### config.mk
export PLATFORM = sky130hd
export DESIGN_NAME = int_ack_unit
export DESIGN_NICKNAME = d
export VERILOG_FILES = /design/src/rtl/iack_pkg.sv /design/src/rtl/iack_pend_latch.sv /design/src/rtl/iack_arbiter.sv /design/src/rtl/iack_seq.sv /design/src/rtl/iack_vector.sv /design/src/rtl/int_ack_unit.sv
export SDC_FILE = /design/constraint.sdc
export NUM_CORES = 1
export LEC_CHECK = 0
export BUFFER_PORTS_ARGS = -buffer_cell sky130_fd_sc_hd__buf_2
export CAP_MARGIN = 30
export CORE_UTILIZATION = 47
export CTS_CLUSTER_DIAMETER = 30
export DETAILED_ROUTE_END_ITERATION = 16
export PLACE_DENSITY_LB_ADDON = 0.1
export SLEW_MARGIN = 10
export SYNTH_ARGS = -nofsm -noshare
export SYNTH_HDL_FRONTEND = slang
export SYNTH_SLANG_ARGS = --single-unit
### constraint.sdc
create_clock -name clk -period 1.4 [get_ports clk]
set_input_delay 0.07 -clock clk [delete_from_list [all_inputs] [get_ports clk]]
set_output_delay 0.07 -clock clk [all_outputs]
set_load 0.01 [all_outputs]
### src/rtl/iack_pkg.sv
package iack_pkg;
    typedef enum logic [2:0] {
        ST_IDLE,
        ST_ACK1,
        ST_GAP,
        ST_ACK2,
        ST_TAKE
    } iack_state_t;

    typedef enum logic [1:0] {
        SRC_NONE,
        SRC_NMI,
        SRC_SOFT,
        SRC_MASK
    } iack_src_t;
endpackage

### src/rtl/iack_pend_latch.sv
module iack_pend_latch #(
    parameter int TYPE_W = 8
) (
    input  logic              clk,
    input  logic              rst,
    input  logic              nmi_in,
    input  logic              soft_req,
    input  logic [TYPE_W-1:0] soft_type,
    input  logic              clr_nmi,
    input  logic              clr_soft,
    output logic              nmi_pend,
    output logic              soft_pend,
    output logic [TYPE_W-1:0] soft_type_q
);
    logic nmi_prev;
    logic nmi_edge;

    assign nmi_edge = nmi_in & ~nmi_prev;

    always_ff @(posedge clk) begin
        if (rst) begin
            nmi_prev    <= 1'b0;
            nmi_pend    <= 1'b0;
            soft_pend   <= 1'b0;
            soft_type_q <= '0;
        end else begin
            nmi_prev <= nmi_in;
            // a new edge wins over a clear in the same cycle
            if (nmi_edge)
                nmi_pend <= 1'b1;
            else if (clr_nmi)
                nmi_pend <= 1'b0;
            if (soft_req) begin
                soft_pend   <= 1'b1;
                soft_type_q <= soft_type;
            end else if (clr_soft) begin
                soft_pend <= 1'b0;
            end
        end
    end

    assert_nmi_edge_latched_R7: assert property (@(posedge clk) disable iff (rst)
        (nmi_in && !nmi_prev) |=> nmi_pend);

    assert_soft_latched_R8: assert property (@(posedge clk) disable iff (rst)
        soft_req |=> (soft_pend && soft_type_q == $past(soft_type)));
endmodule

### src/rtl/iack_arbiter.sv
module iack_arbiter
    import iack_pkg::*;
(
    input  logic      nmi_pend,
    input  logic      soft_pend,
    input  logic      intr_in,
    input  logic      if_flag,
    input  logic      lock_in,
    output iack_src_t grant
);
    logic mask_ok;

    assign mask_ok = intr_in & if_flag & ~lock_in;

    always_comb begin
        grant = SRC_NONE;
        if (nmi_pend)
            grant = SRC_NMI;
        else if (soft_pend)
            grant = SRC_SOFT;
        else if (mask_ok)
            grant = SRC_MASK;
    end
endmodule

### src/rtl/iack_seq.sv
module iack_seq
    import iack_pkg::*;
#(
    parameter int TYPE_W   = 8,
    parameter int ACK_LEN  = 2,
    parameter int GAP_LEN  = 1,
    parameter int NMI_TYPE = 2
) (
    input  logic              clk,
    input  logic              rst,
    input  iack_src_t         grant,
    input  logic [TYPE_W-1:0] soft_type_q,
    input  logic [TYPE_W-1:0] data_lo,
    output logic              inta_n,
    output logic              take,
    output logic              clr_nmi,
    output logic              clr_soft,
    output logic              load,
    output logic [TYPE_W-1:0] type_nxt,
    output iack_state_t       state_o
);
    localparam int MAXL  = (ACK_LEN > GAP_LEN) ? ACK_LEN : GAP_LEN;
    localparam int CNT_W = $clog2(MAXL + 1);
    localparam logic [CNT_W-1:0] ACK_LAST = CNT_W'(ACK_LEN - 1);
    localparam logic [CNT_W-1:0] GAP_LAST = CNT_W'(GAP_LEN - 1);

    iack_state_t      state, state_d;
    iack_src_t        src_q, src_d;
    logic [CNT_W-1:0] cnt, cnt_d;

    // next-state and counter
    always_comb begin
        state_d = state;
        src_d   = src_q;
        cnt_d   = cnt;
        unique case (state)
            ST_IDLE: begin
                cnt_d = '0;
                unique case (grant)
                    SRC_NMI, SRC_SOFT: begin
                        state_d = ST_TAKE;
                        src_d   = grant;
                    end
                    SRC_MASK: begin
                        state_d = ST_ACK1;
                        src_d   = SRC_MASK;
                    end
                    default: ;
                endcase
            end
            ST_ACK1: begin
                if (cnt == ACK_LAST) begin
                    state_d = ST_GAP;
                    cnt_d   = '0;
                end else begin
                    cnt_d = cnt + 1'b1;
                end
            end
            ST_GAP: begin
                if (cnt == GAP_LAST) begin
                    state_d = ST_ACK2;
                    cnt_d   = '0;
                end else begin
                    cnt_d = cnt + 1'b1;
                end
            end
            ST_ACK2: begin
                if (cnt == ACK_LAST) begin
                    state_d = ST_TAKE;
                    cnt_d   = '0;
                end else begin
                    cnt_d = cnt + 1'b1;
                end
            end
            ST_TAKE: begin
                state_d = ST_IDLE;
                cnt_d   = '0;
            end
            default: state_d = ST_IDLE;
        endcase
    end

    // state register
    always_ff @(posedge clk) begin
        if (rst) begin
            state <= ST_IDLE;
            src_q <= SRC_NONE;
            cnt   <= '0;
        end else begin
            state <= state_d;
            src_q <= src_d;
            cnt   <= cnt_d;
        end
    end

    // outputs
    always_comb begin
        inta_n   = 1'b1;
        take     = 1'b0;
        clr_nmi  = 1'b0;
        clr_soft = 1'b0;
        load     = 1'b0;
        type_nxt = '0;
        unique case (state)
            ST_IDLE: begin
                if (grant == SRC_NMI) begin
                    clr_nmi  = 1'b1;
                    load     = 1'b1;
                    type_nxt = TYPE_W'(NMI_TYPE);
                end else if (grant == SRC_SOFT) begin
                    clr_soft = 1'b1;
                    load     = 1'b1;
                    type_nxt = soft_type_q;
                end
            end
            ST_ACK1: inta_n = 1'b0;
            ST_GAP:  inta_n = 1'b1;
            ST_ACK2: begin
                inta_n = 1'b0;
                if (cnt == ACK_LAST) begin
                    load     = 1'b1;
                    type_nxt = data_lo;
                end
            end
            ST_TAKE: take = 1'b1;
            default: ;
        endcase
    end

    assign state_o = state;

    assert_take_single_R4: assert property (@(posedge clk) disable iff (rst)
        take |=> !take);

    assert_mask_via_ack2_R3: assert property (@(posedge clk) disable iff (rst)
        (state == ST_TAKE && src_q == SRC_MASK) |-> $past(state) == ST_ACK2);

    assert_gap_between_pulses_R3: assert property (@(posedge clk) disable iff (rst)
        (state == ST_ACK1 && cnt == ACK_LAST) |=> (state == ST_GAP && inta_n));
endmodule

### src/rtl/iack_vector.sv
module iack_vector #(
    parameter int TYPE_W = 8,
    parameter int SHIFT  = 2
) (
    input  logic                    clk,
    input  logic                    rst,
    input  logic                    load,
    input  logic [TYPE_W-1:0]       type_nxt,
    output logic [TYPE_W-1:0]       type_q,
    output logic [TYPE_W+SHIFT-1:0] addr_q
);
    always_ff @(posedge clk) begin
        if (rst) begin
            type_q <= '0;
            addr_q <= '0;
        end else if (load) begin
            type_q <= type_nxt;
            addr_q <= {type_nxt, {SHIFT{1'b0}}};
        end
    end

    assert_hold_between_loads_R4: assert property (@(posedge clk) disable iff (rst)
        !load |=> ($stable(type_q) && $stable(addr_q)));
endmodule

### src/rtl/int_ack_unit.sv
module int_ack_unit
    import iack_pkg::*;
#(
    parameter int TYPE_W   = 8,
    parameter int ACK_LEN  = 2,
    parameter int GAP_LEN  = 1,
    parameter int NMI_TYPE = 2
) (
    input  logic                clk,
    input  logic                rst,
    input  logic                nmi_in,
    input  logic                intr_in,
    input  logic                if_flag,
    input  logic                lock_in,
    input  logic                soft_req,
    input  logic [TYPE_W-1:0]   soft_type,
    input  logic [TYPE_W-1:0]   data_lo,
    input  logic                hold_req,
    output logic                inta_n,
    output logic                take,
    output logic [TYPE_W-1:0]   irq_type,
    output logic [TYPE_W+1:0]   vec_addr,
    output logic                hold_ack
);
    localparam int SHIFT = 2;

    logic              nmi_pend, soft_pend, clr_nmi, clr_soft, load;
    logic [TYPE_W-1:0] soft_type_q, type_nxt;
    iack_src_t         grant;
    iack_state_t       st;

    iack_pend_latch #(.TYPE_W(TYPE_W)) u_pend (
        .clk(clk), .rst(rst), .nmi_in(nmi_in), .soft_req(soft_req),
        .soft_type(soft_type), .clr_nmi(clr_nmi), .clr_soft(clr_soft),
        .nmi_pend(nmi_pend), .soft_pend(soft_pend), .soft_type_q(soft_type_q)
    );

    iack_arbiter u_arb (
        .nmi_pend(nmi_pend), .soft_pend(soft_pend), .intr_in(intr_in),
        .if_flag(if_flag), .lock_in(lock_in), .grant(grant)
    );

    iack_seq #(
        .TYPE_W(TYPE_W), .ACK_LEN(ACK_LEN), .GAP_LEN(GAP_LEN), .NMI_TYPE(NMI_TYPE)
    ) u_seq (
        .clk(clk), .rst(rst), .grant(grant), .soft_type_q(soft_type_q),
        .data_lo(data_lo), .inta_n(inta_n), .take(take), .clr_nmi(clr_nmi),
        .clr_soft(clr_soft), .load(load), .type_nxt(type_nxt), .state_o(st)
    );

    iack_vector #(.TYPE_W(TYPE_W), .SHIFT(SHIFT)) u_vec (
        .clk(clk), .rst(rst), .load(load), .type_nxt(type_nxt),
        .type_q(irq_type), .addr_q(vec_addr)
    );

    always_ff @(posedge clk) begin
        if (rst)
            hold_ack <= 1'b0;
        else
            hold_ack <= hold_req & ~lock_in;
    end

    assert_nmi_first_R1: assert property (@(posedge clk) disable iff (rst)
        (st == ST_IDLE && nmi_pend) |=> (take && irq_type == TYPE_W'(NMI_TYPE)));

    assert_if_gates_mask_R2: assert property (@(posedge clk) disable iff (rst)
        (st == ST_IDLE && !if_flag) |=> st != ST_ACK1);

    assert_lock_gates_mask_R5: assert property (@(posedge clk) disable iff (rst)
        (st == ST_IDLE && lock_in) |=> st != ST_ACK1);

    assert_lock_blocks_hold_R5: assert property (@(posedge clk) disable iff (rst)
        lock_in |=> !hold_ack);

    assert_addr_matches_type_R6: assert property (@(posedge clk) disable iff (rst)
        take |-> vec_addr == {irq_type, 2'b00});
endmodule

Word level (Yosys, flattened, before mapping)

Cells that the tools add are included.

Register bits: 25
Word-level logic and storage cells: 65
Output and inout bits: 21
Bits of input ports: 24

Bitwise operators: 6
Equal/unequal tests: 12
Multiplexer cells: 29
Reductions and logical operators: 9
Add/subtract/negate cells: 1

Operators by type and width:

| cell                  | number |
|---|---|
| $mux W8               | 3 |
| $pmux W8 S2           | 1 |
| $mux W1               | 13 |
| $pmux W3 S4           | 1 |
| $mux W2               | 5 |
| $mux W3               | 3 |
| $eq A3 B2 Y1 const B  | 2 |
| $ne A2 B1 Y1 const B  | 3 |
| $pmux W2 S3           | 1 |
| $pmux W3 S2           | 1 |
| $reduce_or A2 Y1      | 3 |
| $and A1 B1 Y1         | 4 |
| $eq A2 B1 Y1 const B  | 2 |
| $eq A2 B2 Y1 const B  | 2 |
| $reduce_and A4 Y1     | 1 |
| $reduce_bool A2 Y1    | 2 |
| $eq A3 B1 Y1 const B  | 1 |
| $eq A3 B3 Y1 const B  | 1 |
| $logic_not A3 Y1      | 1 |
| $ne A3 B3 Y1 const B  | 1 |
| $reduce_bool A3 Y1    | 1 |
| $add A2 B1 Y2 const B | 1 |
| $logic_not A2 Y1      | 1 |
| $not A1 Y1            | 2 |
| $pmux W1 S2           | 1 |

Logic depth before layout (Yosys ltp)

Gate-level depths: netlist of the first run.

Word-level depth: 11
Mapped depth: 6
Mapped depth without buffers: 6

Hierarchy

A second synthesis of the first run with hierarchy kept.

Cell total of the unflattened synthesis: 136
Area, all modules: 1362.6 µm²

By module, submodules not included:

| module          | instances | area each (µm²) | cells each |
|---|---|---|---|
| iack_seq        | 1         | 535.5           | 57 |
| iack_pend_latch | 1         | 386.6           | 36 |
| iack_vector     | 1         | 364.1           | 37 |
| iack_arbiter    | 1         | 43.8            | 4 |
| int_ack_unit    | 1         | 32.5            | 2 |

Worst setup path before layout of the first run

No wires, ideal clock.

Path kind: register -> register
Start point: register u_seq.cnt[1]
End point: register u_vec.addr_q[3]
Data arrival time: 1.182 ns
Library setup time: 0.119 ns
Period minus slack after synthesis: 1.301 ns
Data required time: 1.281 ns
Path slack: 0.099 ns
Cell stages (with the launch flop): 7
Path buffers: 0
Cell sequence: dfxtp_1 > inv_1 > ha_1 > nand3_1 > o31a_1 > nor2_1 > o221a_1

Longest elaborated chain between the ends: 3

RTL lines:

| what                                              | RTL line          | RTL |
|---|---|---|
| start: declaration                                | iack_seq.sv:29    | `logic [CNT_W-1:0] cnt, cnt_d;` |
| start signal: assignment                          | iack_seq.sv:92    | `cnt <= cnt_d;` |
| $eq A2 B1 Y1 *                                    | iack_seq.sv:120   | `if (cnt == ACK_LAST) begin` |
| $mux W8 / $mux W1 (equally long branches)         | iack_seq.sv:120   |  |
| $pmux W8 S2 / $pmux W1 S2 (equally long branches) | iack_seq.sv:104   | `unique case (state)` |
| end signal: assignment                            | iack_vector.sv:18 | `addr_q <= {type_nxt, {SHIFT{1'b0}}};` |
| end: declaration                                  | iack_vector.sv:10 | `output logic [TYPE_W+SHIFT-1:0] addr_q` |

Every way passes the cells marked *; elsewhere a longest branch is shown, timed or not.
A chain may end at the register's enable or synchronous reset.

Final worst setup path of the first run

Start point: register u_seq.cnt[1]
End point: register u_vec.addr_q[8]

Same word-level chain as after synthesis.

==> run metrics, run 1 <==
status=finished, final reports clean; Fmax achieved=735.9 MHz; Routed WL=2.567 mm; Max-Cap Viols=0; FP Rows=17; Storage cell area=505.5 sq um; Multi-input gate area=569.3 sq um; Placed Cells=181; Post-Place Cell Area=1311 sq um; initial antenna violation count=0; period utilization=97.07%; Synth Warn #=0; Slew Viols, Final=0; Syn Area/Cell=9.344 sq um; CTS tree=yes; kind of critical path=flip-flop to flip-flop; Die ar.=2668 sq um; Final Instance Area=1572 sq um; # fillers=178; Cells after Synth=124; CP max FO=8; worst skew pair latency=320 ps; Via Count=1,032; Final Hold Viols=0; CTS root buf=clkbuf_4; vias in the first global route=984; Tightest Hold Check Type=primary input to flip-flop; largest net degree at the start of global routing=26; Ports=45; Async S/R FF share, synth=0%; DRC Markers=0; Critical Path RT=1610 ps; clock power share=25.2%; Post-Layout Cell Count=203; Yosys reg bits=25; starting density of the core=50.91%; Tmin final=1359 ps; Final ANT Viol Nets=0; Power Dens Cells=856.3 nW/um^2; GP Congestion=0.7928; gr ovfl total=0; drt wl/cell=12.65 um; overall power=1.346 mW; GRT Util Overall=21.95%; htree depth=1; antenna cell count=0; utilization after layout=69.05%; drt pass-1 iters=3; Clock Skews=2.134 ps; die width=51.65 um; PortBufs=42; Comb pwr share=17.5%; Vias/cell=5.084; CTS Buffer Depth=2; sw frac=27.21%; share of layout cells above drive strength 1=42.86%; EDFF count, synth=0; Layout Area Growth over Synthesis=35.64%; library cells used by synthesis=31; Leakage=0.7205 nW; Psw=0.3662 mW; register area share after synthesis=43.20%; post-layout net count=204; Crit. End Element=flip-flop; Clock Pin Slew Worst Setup and Hold Paths=140 ps; Critical Path AT=1570 ps; internal power=0.9795 mW; cts bufs inserted=3; reg2reg start=u_seq.cnt[1]; most common flop cell mapped by yosys=dfxtp_1; first-pass GRT wire length=4.291 mm; CORE AREA=2276 sq um; number of setup violations in the final report=0; crit path launch=u_seq.cnt[1]; DRT iter0 DRCs=7; hold wc startpoint=soft_type[5]; clk sink count=25; DP HPWL=1.704 mm; sequential power share=57.3%; Die Ht=51.65 um; VDD IR max=0.7249 mV; Mapped Area=1159 sq um; crit start category=flip-flop
## layer usage
| layer | global-route usage (%) | up-vias | wire length (um) |
|---|---|---|---|
| met1 | 25.99 | 480 | 1171 |
| li1 | - | 527 | - |
| met3 | 3.801 | 2 | 73 |
| met4 | 10.36 | 0 | 17 |
| met5 | 0 | - | 0 |
| met2 | 38.10 | 23 | 1304 |
## worst max-delay path: stages (launching register included)
cell     delay (ps)
dfxtp_2         380
inv_2            50
ha_2            180
buf_6           130
nand2_4          70
nor2_4           40
buf_12          130
a22oi_1         190
a21oi_1          80
## cell families after synthesis
| logic type | count (synthesis) | synth area share [%] |
|---|---|---|
| compound gates | 33 | 18.57 |
| simple gates | 30 | 13.71 |
| flops | 25 | 43.20 |
| buf+inv | 22 | 12.20 |
| mux | 8 | 6.912 |
| fa+ha+maj | 4 | 4.320 |
| other cells | 1 | 0.3237 |
| xor+xnor | 1 | 0.7561 |
## metrics by stage
stage          hold WS (ps)  worst slack, ps  TNS, ps
2_1_floorplan         141.6            99.03        0
3_3_place_gp          251.0            36.35        0
3_5_place_dp          257.0           -52.24   -53.83
4_1_cts               23.68            7.430        0
5_1_grt               21.53           -33.61   -117.0
6_report              25.35            41.08        0
## layout make-up
| cell class | instances | share of cell area [%] |
|---|---|---|
| multi-input cells | 78 | 36.23 |
| flip-flops and latches | 25 | 32.17 |
| repair buffers | 64 | 26.51 |
| well taps | 28 | 2.229 |
| clock buffers | 3 | 1.433 |
| inverters | 4 | 0.9554 |
| clock inverters | 1 | 0.4777 |
## power by group through the flow
stage | clock [mW] | combinational (mW) | sequential [mW]
finish | 0.339 | 0.235 | 0.772
global route | 0.386 | 0.258 | 0.778
CTS | 0.348 | 0.212 | 0.770
detailed placement | 0 | 0.181 | 0.785
global placement | 0 | 0.175 | 0.784
floorplan | 0 | 0.124 | 0.780
## synthesized netlist by cell type, types with 3 or more instances
| cell type | count | area share (%) |
|---|---|---|
| a22oi_1 | 7 | 4.5 |
| clkbuf_1 | 3 | 0.97 |
| dfxtp_1 | 25 | 43 |
| mux2i_1 | 8 | 6.9 |
| nand2_1 | 3 | 0.97 |
| inv_1 | 4 | 1.3 |
| buf_4 | 11 | 7.1 |
| nor2_1 | 12 | 3.9 |
| nor2b_1 | 3 | 1.6 |
| o21ai_0 | 7 | 3.0 |
| a2111oi_0 | 3 | 2.3 |
| a21oi_1 | 10 | 4.3 |
| ha_1 | 4 | 4.3 |
| nor3_1 | 3 | 1.3 |
## repair_timing
| action | in CTS | in global routing |
|---|---|---|
| gates cloned | 0 | 0 |
| hold buffers | 10 | 0 |
| setup endpoints to repair | 6 | 12 |
| pin swaps | 0 | 4 |
| buffers inserted | 2 | 6 |
| gates resized for setup | 1 | 23 |
| hold endpoints to repair | 10 | 0 |
## cells in the final DEF, fill, tap and decap left out, types with 3 or more instances in the layout
master | Yosys | final
a21oi_1 | 10 | 9
a22oi_2 | 0 | 5
buf_2 | 2 | 42
buf_4 | 11 | 10
clkbuf_4 | 0 | 3
dfxtp_1 | 25 | 21
dfxtp_2 | 0 | 4
dlygate4sd3_1 | 0 | 10
ha_1 | 4 | 3
inv_1 | 4 | 3
mux2i_1 | 8 | 8
nor2_1 | 12 | 12
nor2b_1 | 3 | 3
nor3_1 | 3 | 3
o21ai_1 | 0 | 6
## registers in the layout, summed over array words and instances (netlist names)
name	cells
u_vec.addr_q	8
u_pend.nmi_pend	1
u_seq.cnt	2
hold_ack	1
u_pend.nmi_prev	1
u_pend.soft_type_q	8
u_pend.soft_pend	1
u_seq.state_o	3
## final timing paths
check	endpoint	depth (start not counted)	slack [ps]
worst max-delay path	u_vec.addr_q[8]	8	40
worst min-delay path	u_pend.soft_type_q[5]	3	30
worst max register to register	u_vec.addr_q[8]	8	40
worst min register to register	u_pend.nmi_pend	2	500
Power figures use the tool's default switching activity.
==> run 2, diff against run 1 <==
Settings changed: CORE_UTILIZATION 47 to 43.
Clock period 1.4 ns to 1.12 ns, I/O delays scaled along.
==> run 2 against run 1 <==
  * The run now ends with negative setup slack left
  * Clock skew grew 3.8 ps
  * Non-clock buffer count grew 14
  * Power increased by 32%
  * Die area grew 8.9%
  * Register-to-register slack worse by 190 ps
  * Largest cell class unchanged
  * Largest power group unchanged
  * Highest routed layer unchanged
==> run metrics, run 2 (same netlist as run 1, synthesis figures left out) <==
Crit. End Element=flip-flop; Fmax achieved=788.0 MHz; Slew Viols, Final=0; Tightest Hold Check Type=primary input to flip-flop; worst path cell trace=inv_4 -> ha_4 -> nand3_2 -> o31a_1 -> buf_6 -> o21ai_4 -> a21oi_2; CORE AREA=2522 sq um; highest-delay cell along the critical path=dfxtp_2; Routed WL=2.917 mm; Leakage=0.8044 nW; Final ANT Viol Nets=0; Power Dens Cells=963.1 nW/um^2; post-layout net count=218; crit start category=flip-flop; starting density of the core=45.93%; Via Count=1,106; largest net degree at the start of global routing=17; worst skew pair latency=330 ps; Top delay family on crit path=compound AO/OA/AOI/OAI gates; die width=53.91 um; Final Hold Viols=0; failing checks=negative setup slack; status=complete, but fails checks; Placed Cells=195; clk sink count=25; commonest non-fill, non-tap cell in the layout=buf_2; Critical Path RT=1390 ps; Ports=45; GRT Util Overall=21.31%; gr ovfl total=0; FP Rows=18; first-pass GRT wire length=4.402 mm; Die ar.=2906 sq um; CP Buf/Inv Count=2; CTS Buffer Depth=2; cts bufs inserted=3; reg2reg path depth=7; DRT iter0 DRCs=13; kind of critical path=flip-flop to flip-flop; RSZ-0062 raised after global routing=true; htree depth=1; vias in the first global route=1,028; Min-Delay Path Depth=3; CTS tree=yes; Crit path depth=7; most frequent cells in the layout=buf_2, dfxtp_1, buf_4; Tmin final=1269 ps; share of layout cells above drive strength 1=58.20%; drt wl/cell=13.32 um; utilization after layout=73.21%; Clock Skews=5.938 ps; antenna cell count=0; period utilization=113.3%; Critical Path AT=1540 ps; setup total negative slack=-1489 ps; DRC Markers=0; DP HPWL=1.881 mm; drt pass-1 iters=3; Post-Layout Cell Count=219; GP Congestion=0.8494; PortBufs=42; Die Ht=53.91 um; number of setup violations in the final report=16; crit-path max cell delay=380 ps; CP max FO=5; final setup margin=-149.0 ps; Clock Pin Slew Worst Setup and Hold Paths=150 ps; initial antenna violation count=0; Max-Cap Viols=0; VDD IR max=0.7214 mV; Layout Area Growth over Synthesis=59.40%; Vias/cell=5.050; CTS root buf=clkbuf_4
run 2: worst paths after layout:
kind | start | to | slack [ps]
max | u_seq.cnt[1] | u_vec.addr_q[5] | -150
min | data_lo[0] | u_vec.addr_q[2] | 30
max reg2reg | u_seq.cnt[1] | u_vec.addr_q[5] | -150
min reg2reg | u_vec.addr_q[4] | u_vec.addr_q[4] | 480
run 2: metal layers:
metal / vias up / part of all wire [%] / global-route usage, %
met3: 2 / 3.1 / 2.542
li1: 557 / - / -
met5: - / 0 / 0
met4: 0 / 0.55 / 7.895
met1: 521 / 43 / 24.53
met2: 26 / 53 / 39.51
run 2: repair_timing:
action	4_1_cts	5_1_grt
resized for setup	37	16
endpoints found under the setup margin	15	17
hold endpoints to repair	12	0
hold buffers	12	0
buffers inserted	5	3
pin swaps	10	11
run 2: report_power, final:
group,switching (mW),internal [mW],total (mW)
sequential,0.0344,0.925,0.959
clock,0.295,0.139,0.434
combinational,0.177,0.208,0.385
run 2: worst reg2reg max path, delay by kind of cell, from the launching register on:
family / cells / cell delay, ps
AO/OA/AOI/OAI: 3 / 410
adder cells (fa/ha/maj): 1 / 170
buffers and inverters: 2 / 220
flip-flops: 1 / 380
AND/OR/NAND/NOR: 1 / 50
run 2: cell type report:
cell class / instances / area (sq um)
Clock buffer: 3 / 22.52
Timing Repair Buffer: 78 / 554.3
Sequential cell: 25 / 516.7
Tap cell: 30 / 37.54
Inverter: 4 / 20.02
Clock inverter: 1 / 6.256
Multi-Input combinational cell: 78 / 689.4
Fill cell: 187 / 675.6
run 2: through the flow:
step / hold WS (ps) / power [mW] / cell area (sq um) / setup slack [ps]
CTS: 2.715 / 1.761 / 1760 / -151.1
floorplan: 127.6 / 1.139 / 1206 / -93.37
finish: 27.79 / 1.779 / 1847 / -149.0
detailed placement: 245.0 / 1.246 / 1438 / -178.4
global placement: 241.7 / 1.237 / 1438 / -150.4
global route: 35.63 / 1.856 / 1847 / -218.7
